$ cat config.mk
export PLATFORM = sky130hd
export DESIGN_NAME = rat_regfile
export DESIGN_NICKNAME = d
export VERILOG_FILES = /design/src/rtl/rat_pkg.sv /design/src/rtl/rat_entry.sv /design/src/rtl/rat_read_port.sv /design/src/rtl/rat_regfile.sv
export SDC_FILE = /design/constraint.sdc
export NUM_CORES = 2
export LEC_CHECK = 0
export ABC_CLOCK_PERIOD_IN_PS = 5670
export BUFFER_PORTS_ARGS = -buffer_cell sky130_fd_sc_hd__buf_2
export CAP_MARGIN = 20
export CORE_ASPECT_RATIO = 1.4
export CORE_MARGIN = 4
export CORE_UTILIZATION = 38
export CTS_CLUSTER_SIZE = 30
export DETAILED_ROUTE_END_ITERATION = 10
export GPL_TIMING_DRIVEN = 0
export PLACE_DENSITY = 0.51
export SYNTH_ARGS = -nofsm -noshare
export SYNTH_HDL_FRONTEND = slang
export SYNTH_SLANG_ARGS = --single-unit
$ cat constraint.sdc
create_clock -name clk -period 5.67 [get_ports clk]
set_clock_uncertainty 0.05 [all_clocks]
set_input_delay 0 -clock clk [delete_from_list [all_inputs] [get_ports clk]]
set_output_delay 0 -clock clk [all_outputs]
set_load 0.01 [all_outputs]
$ cat src/rtl/rat_pkg.sv
// Package: default sizes shared by the renaming register file and its checker.
// Assumes one result broadcast and one rename per cycle.
package rat_pkg;
    localparam int RAT_DATA_W   = 32;
    localparam int RAT_NUM_REGS = 16;
    localparam int RAT_NUM_TAGS = 8;
    localparam int RAT_NUM_RD   = 2;
endpackage

$ cat src/rtl/rat_entry.sv
// One architectural register with its rename alias.
// Assumes at most one rename and one broadcast per cycle; rename beats a
// colliding broadcast for the alias, while the value still takes the result.
module rat_entry #(
    parameter int DATA_W = 32,
    parameter int TAG_W  = 3
) (
    input  logic              clk,
    input  logic              rst_n,
    input  logic              ren_hit,
    input  logic [TAG_W-1:0]  ren_tag,
    input  logic              bc_valid,
    input  logic [TAG_W-1:0]  bc_tag,
    input  logic [DATA_W-1:0] bc_value,
    output logic [DATA_W-1:0] value_o,
    output logic              busy_o,
    output logic [TAG_W-1:0]  tag_o
);
    logic bc_match;

    // Broadcast retires this register only if it still names the producer.
    always_comb begin
        bc_match = bc_valid && busy_o && (tag_o == bc_tag);
    end

    // Value and alias update; rename takes priority over clearing the alias.
    always_ff @(posedge clk) begin
        if (!rst_n) begin
            value_o <= '0;
            busy_o  <= 1'b0;
            tag_o   <= '0;
        end else begin
            if (bc_match) begin
                value_o <= bc_value;
            end
            if (ren_hit) begin
                busy_o <= 1'b1;
                tag_o  <= ren_tag;
            end else if (bc_match) begin
                busy_o <= 1'b0;
                tag_o  <= '0;
            end
        end
    end
endmodule

$ cat src/rtl/rat_read_port.sv
// One lookup port: selects a register and returns its value or its alias tag.
// Assumes the broadcast inputs are those of the current cycle (bypass path).
module rat_read_port #(
    parameter int DATA_W   = 32,
    parameter int NUM_REGS = 16,
    parameter int TAG_W    = 3,
    localparam int IDX_W   = $clog2(NUM_REGS)
) (
    input  logic [IDX_W-1:0]                 idx,
    input  logic [NUM_REGS-1:0][DATA_W-1:0]  reg_value,
    input  logic [NUM_REGS-1:0]              reg_busy,
    input  logic [NUM_REGS-1:0][TAG_W-1:0]   reg_tag,
    input  logic                             bc_valid,
    input  logic [TAG_W-1:0]                 bc_tag,
    input  logic [DATA_W-1:0]                bc_value,
    output logic                             ready,
    output logic [DATA_W-1:0]                value,
    output logic [TAG_W-1:0]                 tag
);
    logic              sel_busy;
    logic [TAG_W-1:0]  sel_tag;
    logic [DATA_W-1:0] sel_value;

    // Pick the addressed register.
    always_comb begin
        sel_busy  = reg_busy[idx];
        sel_tag   = reg_tag[idx];
        sel_value = reg_value[idx];
    end

    // Resolve to stored value, bypassed broadcast, or pending tag.
    always_comb begin
        if (!sel_busy) begin
            ready = 1'b1;
            value = sel_value;
            tag   = '0;
        end else if (bc_valid && (bc_tag == sel_tag)) begin
            ready = 1'b1;
            value = bc_value;
            tag   = '0;
        end else begin
            ready = 1'b0;
            value = '0;
            tag   = sel_tag;
        end
    end
endmodule

$ cat src/rtl/rat_regfile.sv
// Renaming register file: architectural registers plus per-register alias,
// NUM_RD lookup ports, one rename port and one result broadcast port.
// Assumes lookups in a cycle see the state before that cycle's rename.
module rat_regfile
    import rat_pkg::*;
#(
    parameter int DATA_W   = RAT_DATA_W,
    parameter int NUM_REGS = RAT_NUM_REGS,
    parameter int NUM_TAGS = RAT_NUM_TAGS,
    parameter int NUM_RD   = RAT_NUM_RD,
    localparam int IDX_W   = $clog2(NUM_REGS),
    localparam int TAG_W   = $clog2(NUM_TAGS)
) (
    input  logic                           clk,
    input  logic                           rst_n,
    input  logic [NUM_RD-1:0][IDX_W-1:0]   rd_idx,
    output logic [NUM_RD-1:0]              rd_ready,
    output logic [NUM_RD-1:0][DATA_W-1:0]  rd_value,
    output logic [NUM_RD-1:0][TAG_W-1:0]   rd_tag,
    input  logic                           ren_valid,
    input  logic [IDX_W-1:0]               ren_idx,
    input  logic [TAG_W-1:0]               ren_tag,
    input  logic                           bc_valid,
    input  logic [TAG_W-1:0]               bc_tag,
    input  logic [DATA_W-1:0]              bc_value
);
    logic [NUM_REGS-1:0][DATA_W-1:0] val_q;
    logic [NUM_REGS-1:0]             busy_q;
    logic [NUM_REGS-1:0][TAG_W-1:0]  tag_q;

    // Register storage, one entry per architectural register.
    for (genvar r = 0; r < NUM_REGS; r++) begin : g_reg
        logic hit;
        always_comb hit = ren_valid && (ren_idx == IDX_W'(r));
        rat_entry #(.DATA_W(DATA_W), .TAG_W(TAG_W)) u_entry (
            .clk      (clk),
            .rst_n    (rst_n),
            .ren_hit  (hit),
            .ren_tag  (ren_tag),
            .bc_valid (bc_valid),
            .bc_tag   (bc_tag),
            .bc_value (bc_value),
            .value_o  (val_q[r]),
            .busy_o   (busy_q[r]),
            .tag_o    (tag_q[r])
        );
    end

    // Lookup ports, each independent of the others.
    for (genvar p = 0; p < NUM_RD; p++) begin : g_rd
        rat_read_port #(.DATA_W(DATA_W), .NUM_REGS(NUM_REGS), .TAG_W(TAG_W)) u_port (
            .idx       (rd_idx[p]),
            .reg_value (val_q),
            .reg_busy  (busy_q),
            .reg_tag   (tag_q),
            .bc_valid  (bc_valid),
            .bc_tag    (bc_tag),
            .bc_value  (bc_value),
            .ready     (rd_ready[p]),
            .value     (rd_value[p]),
            .tag       (rd_tag[p])
        );
    end
endmodule

==> reports/summary.txt <==
========================================================================================================
Routability congestion estimate                                                                    0.969
Total of fill cells in the finished design                                                         8,287
Crit Path Max Fanout                                                                                  10
CP max stage delay                                                                                830 ps
Number of DRC violations after detailed-routing iteration 0                                        2,663
Clock tree from TritonCTS                                                                          built
Number of vias per cell after detailed routing                                                      5.99
Clk sinks                                                                                            576
Routed wire per std cell                                                                         33.1 um
Unrepaired setup endpoints after global routing                                                    false
Synthesized Nets                                                                                   3,026
First-pass detailed-route iteration total                                                              6
Chip width                                                                                        258 um
Total wirelength of the detailed-routed design                                                146,000 um
Global Route Usage Sum                                                                             30.7%
Required time of the worst setup path                                                            5620 ps
Residual antenna-violating net count after detailed routing                                            0
WP depth                                                                                               8
Register area                                                                               11,500 sq um
Outcome                                                                                     complete, no violations
Post-route cell area                                                                        38,100 sq um
First-pass GRT wire length                                                                    203,000 um
Number of H-tree levels                                                                                3
Multi-input gate area in the final layout                                                   20,000 sq um
Number of warnings printed during yosys synthesis                                                      0
Half-perimeter wire length after detailed placement                                           105,000 um
Min-delay worst type                                                                        input port to flip-flop
Cts bufs inserted                                                                                     66
Antenna diode count                                                                                    0
Setup TNS                                                                                           0 ps
Critical Path, Cell by Cell                                                                 mux4_2, mux2i_1, mux2i_1, buf_2, clkbuf_1, o211ai_1, a21oi_1, buf_2
Hold depth                                                                                             3
Std cell rows                                                                                        128
Total cell area at the placement stage                                                      35,300 sq um
Cell with the largest stage delay on the worst path                                              mux2i_1
Die H                                                                                             358 um
CP endpoint kind                                                                             output port
Leading cell types in the layout, fill and taps excluded                                    603 x mux2i_1, 576 x dfxtp_1, 555 x nor2b_1, 276 x mux4_2, 187 x buf_2
Largest area contributor in the synthesized netlist                                              dfxtp_1
Number of gates given a new drive strength after cts                                                   0
Area growth from synthesis to layout                                                               14.6%
Syn avg cell area                                                                             11.2 sq um
Cell area after technology mapping                                                          33,200 sq um
Crit path arrival time                                                                           4170 ps
Post-CTS clock slew at the launch and capture registers of the worst setup and hold paths          60 ps
Final Net Count                                                                                    3,234
Number of buffers between clock root and the deepest sink                                              3
Via count of the first global-routing pass                                                         27.2k
Starting density of the core                                                                       38.3%
Crit-path leading delay family                                                              buffers and inverters
Area of the die                                                                             92,300 sq um
Number of remaining DRC errors                                                                         0
Leading post-synthesis cells by cell area                                                   dfxtp_1 35%, mux4_2 19%, mux2i_1 18%, nor2b_1 10%, a211oi_1 2.9%
Peak clock frequency supported by timing                                                         237 MHz
IO Port Bufs                                                                                          82
Slew @ Worst Pin                                                                                 1230 ps
Share of post-route cells with drive strength above 1                                              20.7%
Number of antenna violations at the first check in global routing                                      2
Synthesized flop and latch total                                                                     576
Synthesized instance count                                                                         2,972
Number of violations of the max-capacitance limit                                                      0
Sequential-to-total area share from yosys stat                                                     34.7%
Final Cycle Share                                                                                  74.3%
Number of endpoints with negative hold slack in the final report                                       0
Post-synthesis cell type count                                                                        42
Ports placed on the boundary                                                                         126
Min Clock Period, post-route                                                                     4220 ps
Crit path buffers/inverters                                                                            3
Count of final setup violators                                                                         0
Most common cell after layout, fill and taps aside                                               mux2i_1
Remaining Overflow, GRT                                                                                0
Worst skew pair latency                                                                           630 ps
Leakage                                                                                          12.6 nW
Max transition margin                                                                              18.1%
Clock root buffer                                                                              clkbuf_16
Vias                                                                                               26.4k
Max-slew violation count                                                                               0
Power density normalized to cell area                                                        256 nW/um^2
Worst Path Class, Setup                                                                     flip-flop to output port
Floorplan core area                                                                         86,800 sq um
Number of cells on the worst reg-to-reg path                                                           7
Largest voltage drop on the vdd net                                                             0.196 mV
Synth top area share                                                                               34.7%
Maximum number of pins on one net before global-route repair                                          14
Category of the worst setup path launch point                                                  flip-flop
========================================================================================================
==> state kept, by name, summed over array words and instances, names as in the netlist <==
signal,count
g.u_entry.busy_o,16
g.u_entry.tag_o,48
g.u_entry.value_o,512
==> cell families (layout without fill, tap and decap cells) <==
| logic type | Yosys count | after routing | share of synthesized area (%) |
|---|---|---|---|
| buffers and inverters | 345 | 605 | 5.02 |
| AO/OA/AOI/OAI | 268 | 268 | 6.35 |
| multiplexers | 917 | 917 | 38.2 |
| flip-flops | 576 | 576 | 34.7 |
| AND/OR/NAND/NOR | 815 | 815 | 14.4 |
| XOR/XNOR | 51 | 51 | 1.34 |
==> final cells by class <==
| class | count | share of cell area, % |
|---|---|---|
| Timing Repair Buffer | 140 | 2.83 |
| Buffer | 343 | 4.37 |
| Multi-Input combinational cell | 2051 | 52.6 |
| Clock buffer | 97 | 5.23 |
| Clock inverter | 23 | 0.821 |
| Inverter | 2 | 0.0197 |
| Sequential cell | 576 | 30.3 |
| Tap cell | 1170 | 3.84 |
==> worst paths after layout <==
kind,startpoint,end,slack [ps]
setup / recovery,g_reg[6].u_entry.busy_o$_SDFFE_PN0P_,rd_tag[2],1450
hold / removal,rst_n,g_reg[8].u_entry.tag_o[0]$_SDFFE_PN0P_,170
setup reg to reg,g_reg[0].u_entry.tag_o[1]$_SDFFE_PN0P_,g_reg[0].u_entry.tag_o[2]$_SDFFE_PN0P_,2480
hold reg to reg,g_reg[9].u_entry.busy_o$_SDFFE_PN0P_,g_reg[9].u_entry.busy_o$_SDFFE_PN0P_,480
==> timing repair <==
action | CTS | global route
endpoints found under the setup margin | 0 | 0
buffers inserted | 0 | 0
endpoints found under the hold margin | 390 | 0
hold buffers | 43 | 0
==> synth_stat cells <==
master,instances
mux2i_1,603
dfxtp_1,576
nor2b_1,555
mux4_2,276
clkbuf_1,144
a211oi_1,128
buf_2,104
nand2_1,96
a41o_1,63
and2_1,50
buf_1,50
a21boi_0,39
mux2_2,32
xor2_1,32
buf_4,25
nand3b_1,24
o21ai_0,24
nand3_1,23
nand2b_1,22
nor2_1,20
nor3_1,20
xnor2_1,19
buf_6,14
a21oi_1,6
mux2_1,5
buf_8,2
dlygate4sd1_1,2
dlygate4sd3_1,2
o211ai_1,2
or2_2,2
a21bo_1,1
a21bo_2,1
a41o_2,1
and3_1,1
clkinv_1,1
inv_1,1
mux2_4,1
nor3b_1,1
o211a_1,1
o21a_1,1
o221a_1,1
or3b_2,1
==> report_power, final <==
part	switching, mW	internal (mW)	total [mW]
registers	0.0162	4.06	4.07
logic	0.703	0.344	1.05
clock network	1.90	2.72	4.62
total	2.62	7.12	9.75
==> routing by layer <==
metal | vias up | routed length [um] | global-route usage [%]
li1 | 11244 | - | -
met2 | 1407 | 70200 | 52.5
met3 | 466 | 10100 | 5.58
met4 | 0 | 11100 | 19.5
met1 | 13260 | 54300 | 35.6
met5 | - | 0 | 0
==> worst register-to-register path: stages (launching register included) <==
cell and delay, ps:
dfxtp_1 520, xnor2_1 160, nand3_1 90, nor3_1 180
buf_1 920, buf_1 760, o21ai_0 210, and2_1 190
==> through the flow <==
step / instances / setup slack (ps) / hold slack, ps / power (mW) / utilization (%)
floorplan: 2972 / 3450 / 224 / 4.71 / -
global placement: 4224 / 1470 / 300 / 5.15 / 40.4
detailed placement: 4237 / 1920 / 317 / 5.17 / 40.7
CTS: 4400 / 1620 / 125 / 9.79 / 43.8
global route: 4402 / 1570 / 172 / 9.98 / 43.9
finish: 4402 / 1450 / 173 / 9.75 / 43.9
Note: power is estimated with default switching activity, not from simulation.
